File: src/rtl/coin_vend_pkg.sv
package coin_vend_pkg;

    typedef enum logic [1:0] {
        ST_IDLE_CLR = 2'd0,
        ST_WAIT     = 2'd1,
        ST_ADD      = 2'd2,
        ST_VEND     = 2'd3
    } vend_state_e;

    typedef struct packed {
        logic vend;
        logic tot_load;
        logic tot_clear;
    } vend_ctrl_t;

endpackage

File: src/rtl/coin_vend_ctrl.sv
module coin_vend_ctrl
    import coin_vend_pkg::*;
(
    input  logic       clk,
    input  logic       rst,
    input  logic       coin_pulse,
    input  logic       below_price,
    output vend_ctrl_t ctrl
);

    vend_state_e state_q, state_d;

    // Next-state logic
    always_comb begin
        state_d = state_q;
        unique case (state_q)
            ST_IDLE_CLR: state_d = ST_WAIT;
            ST_WAIT: begin
                if (coin_pulse)
                    state_d = ST_ADD;      // coin strobe wins
                else if (!below_price)
                    state_d = ST_VEND;
                else
                    state_d = ST_WAIT;
            end
            ST_ADD:  state_d = ST_WAIT;
            ST_VEND: state_d = ST_IDLE_CLR;
            default: state_d = ST_IDLE_CLR;
        endcase
    end

    // State register
    always_ff @(posedge clk) begin
        if (rst)
            state_q <= ST_IDLE_CLR;
        else
            state_q <= state_d;
    end

    // Moore outputs
    always_comb begin
        ctrl = '0;
        unique case (state_q)
            ST_IDLE_CLR: ctrl.tot_clear = 1'b1;
            ST_WAIT:     ctrl = '0;
            ST_ADD:      ctrl.tot_load  = 1'b1;
            ST_VEND:     ctrl.vend      = 1'b1;
            default:     ctrl = '0;
        endcase
    end

endmodule

File: src/rtl/coin_vend_accum.sv
module coin_vend_accum #(
    parameter int WIDTH = 8
) (
    input  logic             clk,
    input  logic             rst,
    input  logic             tot_clear,
    input  logic             tot_load,
    input  logic [WIDTH-1:0] coin_val,
    output logic [WIDTH-1:0] total
);

    logic [WIDTH-1:0] sum;

    // Wrapping adder: the carry out is dropped on purpose
    assign sum = total + coin_val;

    always_ff @(posedge clk) begin
        if (rst || tot_clear)
            total <= '0;
        else if (tot_load)
            total <= sum;
    end

endmodule

File: src/rtl/coin_vend_cmp.sv
module coin_vend_cmp #(
    parameter int WIDTH = 8
) (
    input  logic [WIDTH-1:0] total,
    input  logic [WIDTH-1:0] price,
    output logic             below_price
);

    // Unsigned magnitude compare
    assign below_price = (total < price);

endmodule

File: src/rtl/coin_vend.sv
module coin_vend
    import coin_vend_pkg::*;
#(
    parameter int WIDTH = 8
) (
    input  logic             clk,
    input  logic             rst,
    input  logic             coin_pulse,
    input  logic [WIDTH-1:0] coin_val,
    input  logic [WIDTH-1:0] price,
    output logic             vend_out
);

    vend_ctrl_t       ctrl;
    logic             below_price;
    logic [WIDTH-1:0] total;

    coin_vend_ctrl u_ctrl (
        .clk         (clk),
        .rst         (rst),
        .coin_pulse  (coin_pulse),
        .below_price (below_price),
        .ctrl        (ctrl)
    );

    coin_vend_accum #(.WIDTH(WIDTH)) u_accum (
        .clk       (clk),
        .rst       (rst),
        .tot_clear (ctrl.tot_clear),
        .tot_load  (ctrl.tot_load),
        .coin_val  (coin_val),
        .total     (total)
    );

    coin_vend_cmp #(.WIDTH(WIDTH)) u_cmp (
        .total       (total),
        .price       (price),
        .below_price (below_price)
    );

    assign vend_out = ctrl.vend;

endmodule

File: config.mk
export PLATFORM = sky130hd
export DESIGN_NAME = coin_vend
export DESIGN_NICKNAME = d
export VERILOG_FILES = /design/src/rtl/coin_vend_pkg.sv /design/src/rtl/coin_vend_ctrl.sv /design/src/rtl/coin_vend_accum.sv /design/src/rtl/coin_vend_cmp.sv /design/src/rtl/coin_vend.sv
export SDC_FILE = /design/constraint.sdc
export NUM_CORES = 1
export LEC_CHECK = 0
export BUFFER_PORTS_ARGS = -buffer_cell sky130_fd_sc_hd__buf_2
export CAP_MARGIN = 5
export CORE_MARGIN = 4
export CORE_UTILIZATION = 47
export DETAILED_ROUTE_END_ITERATION = 8
export GPL_ROUTABILITY_DRIVEN = 1
export HOLD_SLACK_MARGIN = 0.03
export PLACE_DENSITY = 0.8
export SKIP_LAST_GASP = 1
export SYNTH_ARGS = -nofsm -noshare
export SYNTH_HDL_FRONTEND = slang
export SYNTH_HIERARCHICAL = 1
export SYNTH_SLANG_ARGS = --single-unit
export TNS_END_PERCENT = 5
File: constraint.sdc
create_clock -name clk -period 4.5 [get_ports clk]
set_input_delay 0.9 -clock clk [delete_from_list [all_inputs] [get_ports clk]]
set_output_delay 0.9 -clock clk [all_outputs]
set_load 0.02 [all_outputs]
==> run_results.csv, run 1 <==
group,metric,value,unit
run_status,status,"completed",
clock_tree,ctsResizeCount,0,
drt,drt_iter0_drc,17,
place,port_buffers,19,
synth,synth_common_cells,"ha_1, inv_1, dfxtp_1",
pwr,internal_power,0.1381,mW
clock_tree,holdBufCountCts,0,
critical_path,critical_path_class,"input port to flop",
clock_tree,cts.path.max_buffers,2,
pwr,p_sw,0.04768,mW
synth,synth_adder_area_share,22.81,%
floorplanning,core,0.001727,mm^2
synth,synth_top_area_cell,"dfxtp_1",
synth,synth_area,855.8,um^2
critical_path,cp.arrival,2310,ps
critical_path,r2r-end,"u_accum/total[4]",
sta,finClkSkew,4.031,ps
sta,period_share,48.16,%
sta,finalSetupViolCount,0,
synth,synth_top_family_by_area,"adder cells",
pwr,p_clk_share,31.7,%
synth,yosys.cell_count.top_type,"ha_1",
critical_path,cp-start-kind,"input port",
clock_tree,cts-root-buf,"clkbuf_4",
hold_path,worstHoldPathCells,2,
clock_tree,path_clk_slew,60,ps
sta,tns,0,ps
floorplanning,rows,15,
hold_path,hp-start,"u_accum/total[7]",
clock_tree,htreeDepth,1,
layout,nets,159,
critical_path,r2r_slack,2720,ps
synth,synth_area_leaders,"dfxtp_1, ha_1, inv_1, mux2i_1, nor2_1",
layout,drive_above_1_share,20.33,%
hold_path,worstHoldPathType,"flop to flop",
synth,synthXorXnorAreaFrac,3.070,%
synth,muxShareOfSynthArea,4.678,%
floorplanning,io_pins,20,
layout,diodes,0,
run,maxCapViolCount,0,
synth,synthSimpleGateAreaFrac,22.51,%
critical_path,reg2reg_depth,8,
pwr,power.share.switching,25.67,%
sta,hold_viol_final,0,
floorplanning,die_area,0.002567,mm^2
synth,ys.flop_type,"dfxtp_1",
drt,ant_nets,0,
synth,synth-compound-area-share,17.84,%
layout,postLayoutCoreUtil,57.75,%
hold_path,hold_end,"u_accum/total[7]",
synth,ys_ff_latch,10,
critical_path,reg2reg_from,"u_accum/total[0]",
floorplanning,start_util,49.57,%
global_routing,grt_max_degree,14,
critical_path,worstSetupEndpointType,"flop",
clock_tree,post_cts_buffers,0,
sta,rsz0062_at_grt,"false",
synth,synth_nets,137,
drt,vias_per_cell,5.041,
drt,vias,746,
sta,worst_pin_slew,850.8,ps
synth,yosysSeqAreaShare,23.39,%
global_routing,grt_pass1_wl,2863,um
critical_path,worstPathMaxFanout,4,
synth,avgSynthCellArea,8.309,um^2
drt,drcViolationCount,0,
pwr,power.leakage,0.4670,nW
place,gp_congestion,0.8003,
global_routing,gr-total-overflow,0,
layout,area_delta_synth_final,16.52,%
sta,slew-limit-headroom,43.16,%
synth,synthCells,103,
floorplanning,die_h,50.67,um
synth,synth-async-reset-ratio,0,%
global_routing,grt_usage,14.59,%
drt,wl_per_cell,11.43,um
drt,first_pass_iters,4,
clock_tree,cts_tree,"yes",
synth,yosys.area.top_type_share,23.39,%
pwr,pwr-share-comb,18.7,%
global_routing,grt_pass1_vias,717,
pwr,power_frac_seq,49.6,%
critical_path,critical_path_required,4650,ps
place,hpwl,1493,um
pwr,ir_worst_vdd,175.6,uV
sta,maxSlewViolCount,0,
sta,fmax,461.5,MHz
synth,synth-edff-count,0,
pwr,p_per_area,186.3,mW/mm^2
sta,period_needed,2167,ps
clock_tree,clock_sinks,10,
clock_tree,worstSkewPairLatency,260,ps
floorplanning,die_x,50.67,um
synth,synth.distinct_cells,31,
global_routing,grt_antenna_before_repair,0,
synth,ys_warn_count,6,
drt,drt-total-wl,1691,um
clock_tree,cts_made_buffers,3,
-- worst max path at each step --
stage	startpoint	to	slack [ps]	cells after the start
floorplan	coin_val[2]	u_accum/total[7]	2280	6
global placement	coin_val[2]	u_accum/total[7]	2080	7
detailed placement	coin_val[2]	u_accum/total[7]	2070	7
CTS	coin_val[2]	u_accum/total[7]	2330	7
global route	coin_val[2]	u_accum/total[7]	2250	7
finish	coin_val[2]	u_accum/total[7]	2330	7
-- cell families after synthesis --
| group | after synthesis |
|---|---|
| buffers and inverters | 13 |
| XOR/XNOR | 3 |
| multiplexers | 4 |
| AO/OA/AOI/OAI | 23 |
| adder cells (fa/ha/maj) | 15 |
| AND/OR/NAND/NOR | 35 |
| flip-flops | 10 |
-- registers in the layout, indices dropped and copies added, names as in the netlist --
| register | count |
|---|---|
| u_accum/total | 8 |
| u_ctrl/state_q | 2 |
-- routing by layer --
layer	part of all wire, %	track usage, %	up-vias
met4	0	1.345	0
met1	43	16.76	324
met2	52	27.17	18
li1	-	-	404
met5	0	0	-
met3	5.4	4.451	0
-- stage by stage --
step | setup slack [ps] | hold WS, ps | instance area (um^2) | std cells | power (mW)
floorplan | 2284 | 447.1 | 855.8 | 103 | 0.1158
global placement | 2080 | 466.4 | 974.7 | 145 | 0.1273
detailed placement | 2073 | 492.4 | 974.7 | 145 | 0.1289
CTS | 2332 | 504.3 | 997.2 | 148 | 0.1879
global route | 2253 | 537.2 | 997.2 | 148 | 0.1965
finish | 2333 | 503.9 | 997.2 | 148 | 0.1857
-- power by group through the flow --
stage	Clock [mW]	Combinational, mW	Sequential, mW
global placement	0	0.0333	0.0940
CTS	0.0607	0.0350	0.0921
global route	0.0642	0.0399	0.0924
finish	0.0589	0.0347	0.0921
floorplan	0	0.0222	0.0936
detailed placement	0	0.0348	0.0942
-- placed cells by master (no fill, tap or decap), types with 2 or more instances in the layout --
| master | Yosys | final |
|---|---|---|
| xnor2_1 | 2 | 2 |
| nand2_1 | 8 | 8 |
| inv_1 | 11 | 11 |
| nor2b_1 | 5 | 5 |
| o21a_1 | 3 | 3 |
| a211oi_1 | 2 | 2 |
| mux2i_1 | 4 | 4 |
| buf_2 | 0 | 19 |
| o21ai_0 | 3 | 3 |
| or3_1 | 2 | 2 |
| o21ai_1 | 3 | 3 |
| nor3b_1 | 4 | 4 |
| ha_1 | 14 | 14 |
| nor2_1 | 9 | 9 |
| dfxtp_1 | 10 | 10 |
| a21oi_1 | 5 | 5 |
| o211ai_1 | 2 | 2 |
| clkbuf_4 | 0 | 3 |
-- cell type report --
cell class / count / area [um^2]
Tap cell: 25 / 31.28
Timing Repair Buffer: 19 / 95.09
Inverter: 11 / 41.29
Fill cell: 183 / 729.5
Clock buffer: 3 / 22.52
Multi-Input combinational cell: 80 / 606.8
Sequential cell: 10 / 200.2
-- critical path, stage by stage --
cell      delay, ps
buf_2           100
ha_1            340
a21oi_2         210
a211oi_1        110
or3_1           340
and3_1          190
mux2i_1         120
No activity file was read; power rests on OpenSTA's default activity.
==> run 2: changes to the inputs <==
Clock period 4.5 ns to 2 ns, I/O delays scaled along.
==> run 2 against run 1 <==
Core utilization increased by 1.2 points. Sequential share of layout area is 0.42 points lower. Worst hold slack worse by 170 ps. Global-route usage is 0.75 points higher. Clock power rose to 3.2 times the previous value. Cell count is 1.4% higher. Register-to-register slack worse by 2500 ps. Clock skew rose by 1.3 ps. Setup slack worse by 2100 ps. Critical path depth up 1. Total power rose to 2.5 times the previous value. Final area rose by 2.1%. Critical path type is now flop to flop.
==> run_results.csv, run 2 (synthesis results as in run 1) <==
group,metric,value,unit
pwr,p_per_area,464.7,mW/mm^2
sta,tns,0,ps
drt,drcViolationCount,0,
global_routing,grt_max_degree,14,
global_routing,grt_pass1_vias,742,
critical_path,r2r_slack,210,ps
drt,ant_nets,0,
layout,fillCellCount,165,
critical_path,cp-start-kind,"flop",
sta,whs,336.6,ps
floorplanning,die_h,50.67,um
layout,layout_commonest_cell,"buf_2",
drt,wl_per_cell,11.04,um
sta,worst_pin_slew,302.1,ps
global_routing,grt_pass1_wl,2939,um
clock_tree,path_clk_slew,70,ps
sta,rsz0062_at_grt,"false",
drt,first_pass_iters,4,
sta,finalSetupViolCount,0,
sta,finClkSkew,5.300,ps
floorplanning,die_x,50.67,um
floorplanning,io_pins,20,
floorplanning,start_util,49.57,%
drt,drt-total-wl,1656,um
clock_tree,post_cts_buffers,0,
layout,nets,160,
critical_path,slowest_delay,410,ps
critical_path,setup.worst_path.start,"u_accum/total[0]",
drt,vias,759,
clock_tree,cts-root-buf,"clkbuf_4",
sta,maxSlewViolCount,0,
layout,final_cell_mix,"buf_2, ha_1, inv_1, dfxtp_1, nor2_1",
place,hpwl,1419,um
sta,period_needed,1785,ps
global_routing,gr-total-overflow,0,
drt,drt_iter0_drc,5,
critical_path,worstPathMaxFanout,3,
layout,largest_reg_flops,8,
critical_path,cp_slowest_cell,"fa_1",
clock_tree,cts_tree,"yes",
layout,top_register,"u_accum/total",
sta,fmax,560.1,MHz
critical_path,worstSetupEndpointType,"flop",
sta,hold_viol_final,0,
layout,diodes,0,
clock_tree,worstSkewPairLatency,270,ps
hold_path,worstHoldPathType,"input port to flop",
critical_path,crit_path_cell_trace,"ha_1 > inv_1 > fa_1 > nor2b_1 > o21ai_1 > a21boi_1 > nor3b_1 > o21a_1",
sta,slew-limit-headroom,79.79,%
clock_tree,ctsResizeCount,0,
layout,top_regs,"u_accum/total x8, u_ctrl/state_q x2",
clock_tree,holdBufCountCts,0,
global_routing,grt_antenna_before_repair,0,
clock_tree,clock_sinks,10,
critical_path,critical_path_class,"flop to flop",
clock_tree,cts.path.max_buffers,2,
critical_path,reg2reg_from,"u_accum/total[0]",
critical_path,critical_path_required,2170,ps
critical_path,worstSetupEndpoint,"u_accum/total[4]",
critical_path,r2r-end,"u_accum/total[4]",
pwr,power.leakage,0.4796,nW
critical_path,reg2reg_depth,8,
sta,period_share,89.27,%
place,port_buffers,19,
run_status,status,"completed",
floorplanning,core,0.001727,mm^2
run,maxCapViolCount,0,
place,gp_congestion,0.8205,
floorplanning,rows,15,
drt,vias_per_cell,5.060,
global_routing,grt_usage,15.35,%
floorplanning,die_area,0.002567,mm^2
pwr,ir_worst_vdd,404.7,uV
critical_path,cp.arrival,1950,ps
layout,drive_above_1_share,21.60,%
clock_tree,cts_made_buffers,3,
pwr,finalPower,0.4732,mW
clock_tree,htreeDepth,1,
layout,area_delta_synth_final,19.01,%
run 2: cell types whose count changed in the layout (fill, tap and decap cells not counted):
cell,delta
clkbuf_8,+1
buf_4,+1
run 2: how the worst min path moves through the flow:
stage                startpoint           endpoint  slack, ps  cells past startpoint
2_1_floorplan  u_accum/total[7]   u_accum/total[7]        450                      2
3_3_place_gp   u_accum/total[7]   u_accum/total[7]        470                      2
3_5_place_dp   u_accum/total[7]   u_accum/total[7]        480                      2
4_1_cts                     rst  u_ctrl/state_q[0]        330                      2
5_1_grt                     rst  u_ctrl/state_q[0]        330                      2
6_report                    rst  u_ctrl/state_q[0]        340                      2
run 2: power breakdown:
part / leakage [nW] / switching [mW] / internal (mW) / total [mW]
Combinational: 0.378 / 0.0393 / 0.0391 / 0.0783
Sequential: 0.0811 / 0.00422 / 0.203 / 0.207
Clock: 0.0210 / 0.0770 / 0.111 / 0.188
Total: 0.480 / 0.120 / 0.353 / 0.473
run 2: final cells by class:
class / count / area, um^2 / area share (%)
multi-input combinational: 80 / 606.8 / 59.58
sequential: 10 / 200.2 / 19.66
timing repair buffer: 20 / 102.6 / 10.07
inverter: 11 / 41.29 / 4.054
clock buffer: 4 / 36.28 / 3.563
tap: 25 / 31.28 / 3.071
run 2: metal layers:
metal	GRT usage (%)	vias to the layer above	share of wire [%]
met5	0	-	0
met1	17.69	327	44
met3	5.638	4	7.4
li1	-	403	-
met2	25.22	25	47
met4	6.726	0	1.9
run 2: critical path: cells and delay by family (launching register included):
kind / cells / cell delay [ps]
AO/OA/AOI/OAI: 3 / 470
buffers and inverters: 1 / 60
adder cells (fa/ha/maj): 2 / 590
flip-flops: 1 / 350
AND/OR/NAND/NOR: 2 / 200
run 2: stage by stage:
step	cells	area, um^2	setup WS [ps]	utilization [%]
finish	150	1018	214.6	58.99
global route	150	1018	81.01	58.99
global placement	146	982.2	69.88	56.88
detailed placement	146	982.2	61.84	56.88
CTS	150	1018	200.7	58.99
floorplan	103	855.8	283.9	-
==> run 3: changes to the inputs <==
Settings changed: PLACE_DENSITY 0.8 to 0.83.
Clock period 2 ns to 1.4 ns, I/O delays scaled along.
==> run 3 against run 2 <==
The run now ends with negative setup slack left. Core utilization is 9.6 points higher. Worst hold slack worse by 91 ps. Register-to-register slack worse by 440 ps. Global-route usage increased by 4.1 points. Clock power grew 5%. Die area unchanged. Critical path depth is the same. Critical path type unchanged. Critical endpoint is now u_accum/total[6]. Largest power group unchanged. Highest routed layer unchanged.
==> run_results.csv, run 3 (synthesis results as in run 1) <==
group,metric,value,unit
place,placed_area,0.001129,mm^2
floorplanning,die_area,0.002567,mm^2
pwr,pwr-share-comb,22.3,%
pwr,power.share.switching,26.89,%
run,maxCapViolCount,0,
clock_tree,htreeDepth,1,
critical_path,reg2reg_depth,8,
sta,rsz0062_at_grt,"true",
global_routing,grt_max_degree,8,
drt,first_pass_iters,4,
global_routing,grt_pass1_wl,3739,um
floorplanning,die_x,50.67,um
global_routing,grt_pass1_vias,884,
sta,whs,245.9,ps
global_routing,grt_usage,19.43,%
sta,period_needed,1628,ps
clock_tree,path_clk_slew,60,ps
sta,maxSlewViolCount,0,
critical_path,r2r_slack,-230,ps
layout,fillCellCount,154,
critical_path,critical_path_class,"flop to flop",
run_status,violations,"negative setup slack",
floorplanning,io_pins,20,
drt,vias_per_cell,5.199,
clock_tree,cts-root-buf,"clkbuf_4",
pwr,power.leakage,0.5581,nW
sta,fmax,614.2,MHz
clock_tree,worstSkewPairLatency,260,ps
floorplanning,rows,15,
critical_path,cp.arrival,1770,ps
layout,postLayoutCellArea,0.001184,mm^2
floorplanning,die_h,50.67,um
sta,slew-limit-headroom,79.11,%
pwr,ir_worst_vdd,620.6,uV
critical_path,worstPathMaxFanout,3,
layout,largest_reg_flops,8,
clock_tree,clock_sinks,10,
floorplanning,start_util,49.57,%
critical_path,worstSetupEndpointType,"flop",
place,hpwl,1671,um
layout,nets,177,
pwr,p_per_area,536.1,mW/mm^2
critical_path,cp-start-kind,"flop",
layout,top_regs,"u_accum/total x8, u_ctrl/state_q x2",
clock_tree,cts_tree,"yes",
drt,drt_iter0_drc,16,
place,port_buffers,19,
global_routing,gr-total-overflow,0,
sta,period_share,116.3,%
layout,diodes,0,
sta,hold_viol_final,0,
sta,worst_pin_slew,312.2,ps
layout,fin_cells,166,
sta,finalSetupViolCount,5,
layout,drive_above_1_share,38.30,%
sta,finalWorstSetupSlack,-228.2,ps
drt,ant_nets,0,
sta,finClkSkew,1.819,ps
drt,vias,863,
pwr,p_sw,0.1706,mW
pwr,internal_power,0.4639,mW
place,pre_cts_ws,-359.9,ps
pwr,p_clk_share,31.1,%
global_routing,grt_antenna_before_repair,0,
place,gp_congestion,0.8941,
floorplanning,core,0.001727,mm^2
clock_tree,holdBufCountCts,0,
layout,area_delta_synth_final,38.30,%
drt,drcViolationCount,0,
run_status,status,"finished, violations left",
layout,postLayoutCoreUtil,68.55,%
critical_path,critical_path_required,1550,ps
clock_tree,cts.path.max_buffers,2,
hold_path,worstHoldPathType,"input port to flop",
layout,final_cell_mix,"buf_2, buf_4, inv_1, ha_1, nor2_1",
clock_tree,cts_made_buffers,3,
drt,wl_per_cell,12.16,um
drt,drt-total-wl,2018,um
pwr,power_frac_seq,46.6,%
place,dp_cells,163,
hold_path,worstHoldPathCells,2,
layout,top_register,"u_accum/total",
layout,layout_commonest_cell,"buf_2",
run 3: timing repair:
action	CTS	global route
setup buffers	0	0
resized for setup	5	2
setup endpoints to repair	6	6
pin swaps	1	1
run 3: cell type report:
class                      count  area (um^2)  area share (%)
timing repair buffer          37        230.2           19.45
clock buffer                   3        22.52           1.903
tap                           25        31.28           2.643
inverter                      11        41.29           3.488
sequential                    10        202.7           17.12
multi-input combinational     80        655.6           55.39
run 3: worst max-delay path: stages, from the launching register on:
cell and delay (ps):
dfxtp_2 330, ha_2 170, inv_1 50, fa_2 350, nor2b_2 130, o21ai_2 70, a21boi_2 180, o21a_1 130
o211ai_1 90
run 3: path summary, 6_finish.rpt:
| path | start | to |
|---|---|---|
| max | u_accum/total[0] | u_accum/total[6] |
| min reg2reg | u_accum/total[7] | u_accum/total[7] |
| min | rst | u_ctrl/state_q[0] |
| max reg2reg | u_accum/total[0] | u_accum/total[6] |
run 3: layer usage:
layer / share of wire, % / track usage, % / up-vias
met5: 0 / 0 / -
met2: 53 / 33.70 / 21
met1: 41 / 21.82 / 395
li1: - / - / 441
met4: 2.0 / 9.865 / 0
met3: 3.9 / 4.748 / 6
run 3: per-stage QoR:
step | power (mW) | setup TNS, ps
5_1_grt | 0.6810 | -1546
6_report | 0.6345 | -836.5
4_1_cts | 0.6475 | -904.6
2_1_floorplan | 0.3744 | -490.9
3_3_place_gp | 0.4305 | -1067
3_5_place_dp | 0.4378 | -1250
run 3: power groups by stage:
stage                     registers, mW  clock network (mW)  logic, mW
after floorplan                   0.301                   0     0.0734
after global placement            0.302                   0      0.129
after detailed placement          0.302                   0      0.136
after CTS                         0.295               0.211      0.141
after global routing              0.297               0.225      0.160
final                             0.296               0.197      0.141
